**src/rtl/hilo_muldiv.sv**
```systemverilog
module hilo_muldiv #(
  parameter int W = 32
) (
  input  logic         clk,
  input  logic         rst_n,
  input  logic         start,
  input  logic [5:0]   funct,
  input  logic [W-1:0] rs_val,
  input  logic [W-1:0] rt_val,
  input  logic [4:0]   dest,
  output logic         busy,
  output logic         done,
  output logic         wr_en,
  output logic [4:0]   wr_dest,
  output logic [W-1:0] wr_data
);
  localparam int CW = $clog2(W);
  localparam logic [5:0] F_MFHI  = 6'h10;
  localparam logic [5:0] F_MTHI  = 6'h11;
  localparam logic [5:0] F_MFLO  = 6'h12;
  localparam logic [5:0] F_MTLO  = 6'h13;
  localparam logic [5:0] F_MULT  = 6'h18;
  localparam logic [5:0] F_MULTU = 6'h19;
  localparam logic [5:0] F_DIV   = 6'h1a;
  localparam logic [5:0] F_DIVU  = 6'h1b;

  logic [W-1:0] hi_q, lo_q;
  logic         pend_v;
  logic [5:0]   pend_f;
  logic [W-1:0] pend_a, pend_b;
  logic [4:0]   pend_d;
  logic [CW-1:0] cnt;
  logic [W-1:0] rem_q, quo_q, dvsr_q, dvnd_q;
  logic         negq_q, negr_q, zdiv_q;

  wire          take = !busy && (start || pend_v);
  wire [5:0]    f    = pend_v ? pend_f : funct;
  wire [W-1:0]  a    = pend_v ? pend_a : rs_val;
  wire [W-1:0]  b    = pend_v ? pend_b : rt_val;
  wire [4:0]    d    = pend_v ? pend_d : dest;

  wire          sgn_mul = (f == F_MULT);
  wire [2*W-1:0] prod = {{W{sgn_mul & a[W-1]}}, a} * {{W{sgn_mul & b[W-1]}}, b};

  wire          sgn_div = (f == F_DIV);
  wire          a_neg   = sgn_div & a[W-1];
  wire          b_neg   = sgn_div & b[W-1];
  wire [W-1:0]  a_mag   = a_neg ? -a : a;
  wire [W-1:0]  b_mag   = b_neg ? -b : b;

  wire [W:0]    rem_sh = {rem_q, quo_q[W-1]};
  wire [W:0]    trial  = rem_sh - {1'b0, dvsr_q};
  wire [W-1:0]  rem_nx = trial[W] ? rem_sh[W-1:0] : trial[W-1:0];
  wire [W-1:0]  quo_nx = {quo_q[W-2:0], ~trial[W]};
  wire          last   = busy && (cnt == CW'(W-1));
  wire [W-1:0]  q_fin  = zdiv_q ? '1 : (negq_q ? -quo_nx : quo_nx);
  wire [W-1:0]  r_fin  = zdiv_q ? dvnd_q : (negr_q ? -rem_nx : rem_nx);

  always_ff @(posedge clk or negedge rst_n) begin
    if (!rst_n) begin
      hi_q <= '0; lo_q <= '0;
      busy <= 1'b0; done <= 1'b0; wr_en <= 1'b0;
      wr_dest <= '0; wr_data <= '0;
      pend_v <= 1'b0; pend_f <= '0; pend_a <= '0; pend_b <= '0; pend_d <= '0;
      cnt <= '0; rem_q <= '0; quo_q <= '0; dvsr_q <= '0; dvnd_q <= '0;
      negq_q <= 1'b0; negr_q <= 1'b0; zdiv_q <= 1'b0;
    end else begin
      done  <= 1'b0;
      wr_en <= 1'b0;
      if (start && busy && !pend_v) begin
        pend_v <= 1'b1;
        pend_f <= funct;
        pend_a <= rs_val;
        pend_b <= rt_val;
        pend_d <= dest;
      end
      if (take) begin
        pend_v <= 1'b0;
        unique case (f)
          F_MFHI, F_MFLO: begin
            done    <= 1'b1;
            wr_en   <= (d != 5'd0);
            wr_dest <= d;
            wr_data <= (f == F_MFHI) ? hi_q : lo_q;
          end
          F_MTHI: begin hi_q <= a; done <= 1'b1; end
          F_MTLO: begin lo_q <= a; done <= 1'b1; end
          F_MULT, F_MULTU: begin
            hi_q <= prod[2*W-1:W];
            lo_q <= prod[W-1:0];
            done <= 1'b1;
          end
          F_DIV, F_DIVU: begin
            busy   <= 1'b1;
            cnt    <= '0;
            rem_q  <= '0;
            quo_q  <= a_mag;
            dvsr_q <= b_mag;
            dvnd_q <= a;
            negq_q <= a_neg ^ b_neg;
            negr_q <= a_neg;
            zdiv_q <= (b == '0);
          end
          default: done <= 1'b1;
        endcase
      end else if (busy) begin
        rem_q <= rem_nx;
        quo_q <= quo_nx;
        cnt   <= cnt + 1'b1;
        if (last) begin
          busy <= 1'b0;
          done <= 1'b1;
          hi_q <= r_fin;
          lo_q <= q_fin;
        end
      end
    end
  end

  logic [CW:0] bcnt;
  always_ff @(posedge clk or negedge rst_n) begin
    if (!rst_n) bcnt <= '0;
    else        bcnt <= busy ? bcnt + 1'b1 : '0;
  end

  a_r5_no_zero_dest: assert property (@(posedge clk) disable iff (!rst_n)
    wr_en |-> (wr_dest != 5'd0));
  a_r1_write_with_done: assert property (@(posedge clk) disable iff (!rst_n)
    wr_en |-> done);
  a_r7_done_on_fall: assert property (@(posedge clk) disable iff (!rst_n)
    $fell(busy) |-> done);
  a_r7_busy_bounded: assert property (@(posedge clk) disable iff (!rst_n)
    busy |-> (bcnt < (CW+1)'(W)));
  a_r7_busy_length: assert property (@(posedge clk) disable iff (!rst_n)
    $fell(busy) |-> (bcnt == (CW+1)'(W)));
  a_r2_pair_quiet: assert property (@(posedge clk) disable iff (!rst_n)
    (!busy && !start && !pend_v) |=> ($stable(hi_q) && $stable(lo_q)));
  a_r9_no_write_busy: assert property (@(posedge clk) disable iff (!rst_n)
    busy |-> !wr_en);
endmodule

```
**config.mk**
```make
export PLATFORM = sky130hd
export DESIGN_NAME = hilo_muldiv
export DESIGN_NICKNAME = d
export VERILOG_FILES = /design/src/rtl/hilo_muldiv.sv
export SDC_FILE = /design/constraint.sdc
export NUM_CORES = 2
export LEC_CHECK = 0
export BUFFER_PORTS_ARGS = -buffer_cell sky130_fd_sc_hd__buf_2
export CORE_MARGIN = 2
export CORE_UTILIZATION = 45
export DETAILED_ROUTE_END_ITERATION = 10
export PLACE_DENSITY = 0.63
export REMOVE_ABC_BUFFERS = 1
export SYNTH_ARGS = -nofsm -noshare
export SYNTH_HDL_FRONTEND = slang
export SYNTH_SLANG_ARGS = --single-unit
```
**constraint.sdc**
```tcl
create_clock -name clk -period 13.8 [get_ports clk]
set_input_delay 0 -clock clk [delete_from_list [all_inputs] [get_ports clk]]
set_output_delay 0 -clock clk [all_outputs]
set_load 0.03 [all_outputs]
```
==> results list <==
- Most common cell type on the critical path: fa_1
- The count of nets left with antenna violations once routing finished came out at 0.
- Fraction of final layout cells with drive strength greater than 1: 0.0790
- Outcome: finished clean
- Detailed routing placed a total of 87.2 mm of wire on met2.
- Per-instance average area after synthesis: 8.88 sq um
- Starting utilization of the core area: 0.454
* Post-DR wirelength/cell: 24.2 um
- Most area-hungry cell type in the Yosys netlist: fa_1
* Via count of the routed design: 46.3k
- The later pin in the worst-skew pair is clocked with a latency of 620 ps.
* Residual overflow from global routing: 0
- Post-CTS clock slew at the launch and capture registers of the worst setup and hold paths: 60 ps
- DP Wirelength: 150 mm
- During I/O placement, the number of pins put on the boundary was 118.
* Vias per cell: 5.69
- Final number of hold-violating endpoints: 0
- Number of antenna violations at the first check in global routing: 8
- Yosys printed 0 warnings.
- Slew Limit Headroom: 0.145
- P&R area growth vs syn: 8.20%
- In this design, the stage delay of the slowest critical-path cell is 980 ps.
- Mapped cell area: 0.0571 sq mm
* Flip-flop and latch count after synthesis: 316
* Slowest stage cell on the critical path: dfrtp_4
- STA classifies the critical path endpoint as a flop.
- In this run the standard cell core region covers 0.126 sq mm.
* Synth async-reset ratio: 1.00
- Top flip-flop cell by instance count after synthesis: dfrtp_1
- Inst Count DP: 7,982
- Overall Global Routing Usage: 0.305
* Worst setup SP type: flop
* Least-Margin Pin Slew: 1250 ps
- Count of buffers added by post-CTS timing repair for setup: 0
- Syn Inst Count: 6,428
- At the end of routability-driven placement, the weighted congestion stood at 1.00.
* CTS tree: yes
- Topmost layer with routed signal wires: met5
- Wire length of the first global-routing pass: 298 mm
- Measured along the x axis, the die boundary spans 360 um.
- Final standard cell count with taps included and fillers excluded: 8,132
* Number of global-route vias before repair: 47.5k
* Total CTS buffers: 38
- The sequential cells in the finished layout cover a total of 0.00791 sq mm.
- inv_1 is the most common cell in the netlist.
- After filler insertion, the fill cell instance count of the layout stands at 11.9k.
* Total count of max-transition violations in the final report: 0
* Max Cap Viol: 0
- Clock Skews: 45.5 ps
* Top cells by instance count after synthesis: inv_1 (1,199), fa_1 (1,126), nand2_1 (1,056)
* Number of enable flip-flop cells after synthesis: 0
* Detailed-routing wirelength on met1: 80.8 mm
- Summing all multi-input logic gate instances after layout gives 0.0435 sq mm.
- Total clock sinks: 316
- Yosys top cell area share: 0.395
- Count of input and output buffers: 117
- In this run the worst path has a maximum fanout of 56.
- Distinct cell type count of the synthesized netlist: 92
- The H-tree generated during clock tree synthesis spans 2 levels.
* Worst Setup Path Type: flop to flop
- Final Routed Wirelength: 197 mm
* Detail Route met3 WL: 20.0 mm
* Reg-to-reg slack, setup: 1720 ps
- For this run, the post-layout net count is 7,905.
* Required time of the critical path: 14,250 ps
* Sequential-to-total area share from yosys stat: 0.139
* FP Rows: 130
- Number of design-rule violations left by the first detailed-router iteration: 4,539
* CTS root buffer: clkbuf_16
* Classification of the worst-slack hold path: input pin to flop
* Setup repair after global routing missed its margin: no
- Hold Buf Count CTS: 79
* Final worst path period need: 12,080 ps
- Pin count of the biggest net entering global routing: 121
- Top achievable clock speed: 82.8 MHz
- Largest cells by area after synthesis: fa_1 (39%), dfrtp_1 (14%), inv_1 (7.9%)
- WP data arrival: 12,530 ps
- Dividing the final minimum period by the clock period gives 0.875.
- Number of buffers between clock root and the deepest sink: 3
- Chip Height: 360 um
* PostCTS Resize Cnt: 0
- Setup violations remaining at the end of the flow were counted as 0.
- Setup slack closes at 1720 ps.
- DRC violation count after routing: 0
- Area of the die: 0.130 sq mm
* Worst-case setup slack after placement: 1910 ps
* Number of optimization iterations in the first detailed-route pass: 6
[routing by layer]
layer  GRT usage  vias up
li1            -    20000
met1       0.420    23800
met2       0.470     2119
met3      0.0721      376
met4       0.111        4
met5           0        -
[worst max-delay path, delay by kind of cell (launching register included)]
family | cells | cell delay, ps
multiplexers | 1 | 290
adder cells (fa/ha/maj) | 9 | 5070
buffers and inverters | 6 | 1000
AO/OA/AOI/OAI | 9 | 2120
flip-flops | 1 | 980
AND/OR/NAND/NOR | 6 | 2460
[path summary, 6_finish.rpt]
check | depth (start not counted) | endpoint | from
max | 31 | hi_q[31]$_DFFE_PN0P_ | pend_v$_DFFE_PN0P_
min | 3 | pend_b[5]$_DFFE_PN0P_ | rt_val[5]
max reg2reg | 31 | hi_q[31]$_DFFE_PN0P_ | pend_v$_DFFE_PN0P_
min reg2reg | 2 | hi_q[11]$_DFFE_PN0P_ | hi_q[11]$_DFFE_PN0P_
max in group asynchronous | 5 | pend_a[21]$_DFFE_PN0P_ | rst_n
min in group asynchronous | 3 | dvsr_q[19]$_DFFE_PN0P_ | rst_n
[layout by cell type, fill, tap and decap left out, drive strengths merged, types with 12 or more instances in the layout]
| cell type | n |
|---|---|
| clkbuf | 54 |
| dlygate4sd3 | 78 |
| nor2 | 516 |
| ha | 250 |
| nand2b | 25 |
| o22ai | 29 |
| xnor2 | 142 |
| o21bai | 12 |
| a211oi | 24 |
| dfrtp | 316 |
| buf | 249 |
| a22o | 29 |
| nor2b | 15 |
| or3 | 30 |
| and3 | 27 |
| xor2 | 54 |
| a21oi | 238 |
| o211ai | 23 |
| mux2i | 114 |
| o41ai | 17 |
| o21ai | 278 |
| o31ai | 38 |
| a31oi | 28 |
| nand4 | 22 |
| and2 | 36 |
| inv | 1204 |
| nand2 | 1056 |
| nor3 | 40 |
| nand3 | 45 |
| fa | 1126 |
| a21o | 40 |
| mux2 | 145 |
[area by class of cell]
class / instances / share of cell area
antenna: 3 / 0.000122
clock buffer: 54 / 0.0175
clock inverter: 14 / 0.00403
inverter: 1202 / 0.0731
multi-input combinational: 4566 / 0.705
sequential: 316 / 0.128
tap: 1650 / 0.0334
timing repair buffer: 327 / 0.0389
[logic make-up after synthesis]
family,count (synthesis),synth area share
mux,259,0.0486
xor+xnor,196,0.0301
buf+inv,1546,0.102
fa+ha+maj,1376,0.450
simple gates,1861,0.135
flops,316,0.139
compound gates,874,0.0959
[sequential cells by signal (all words and copies together), names as in the netlist]
name	flops
dvnd_q	32
dvsr_q	32
hi_q	32
lo_q	32
pend_a	32
pend_b	32
quo_q	32
rem_q	32
wr_data	32
pend_f	6
cnt	5
pend_d	5
wr_dest	5
busy	1
done	1
negq_q	1
negr_q	1
pend_v	1
wr_en	1
zdiv_q	1
[stage by stage]
step	setup TNS [ps]	util	instance area [sq um]	hold slack (ps)
6_report	0	0.491	61800	173
2_1_floorplan	-217	-	55800	-296
3_3_place_gp	0	0.474	59600	10.1
4_1_cts	0	0.491	61800	144
3_5_place_dp	0	0.474	59600	5.86
5_1_grt	0	0.491	61800	170
Power is left out: the tool's default activity adds up to more than one toggle a clock period on the data nets, which glitch-free logic cannot reach.
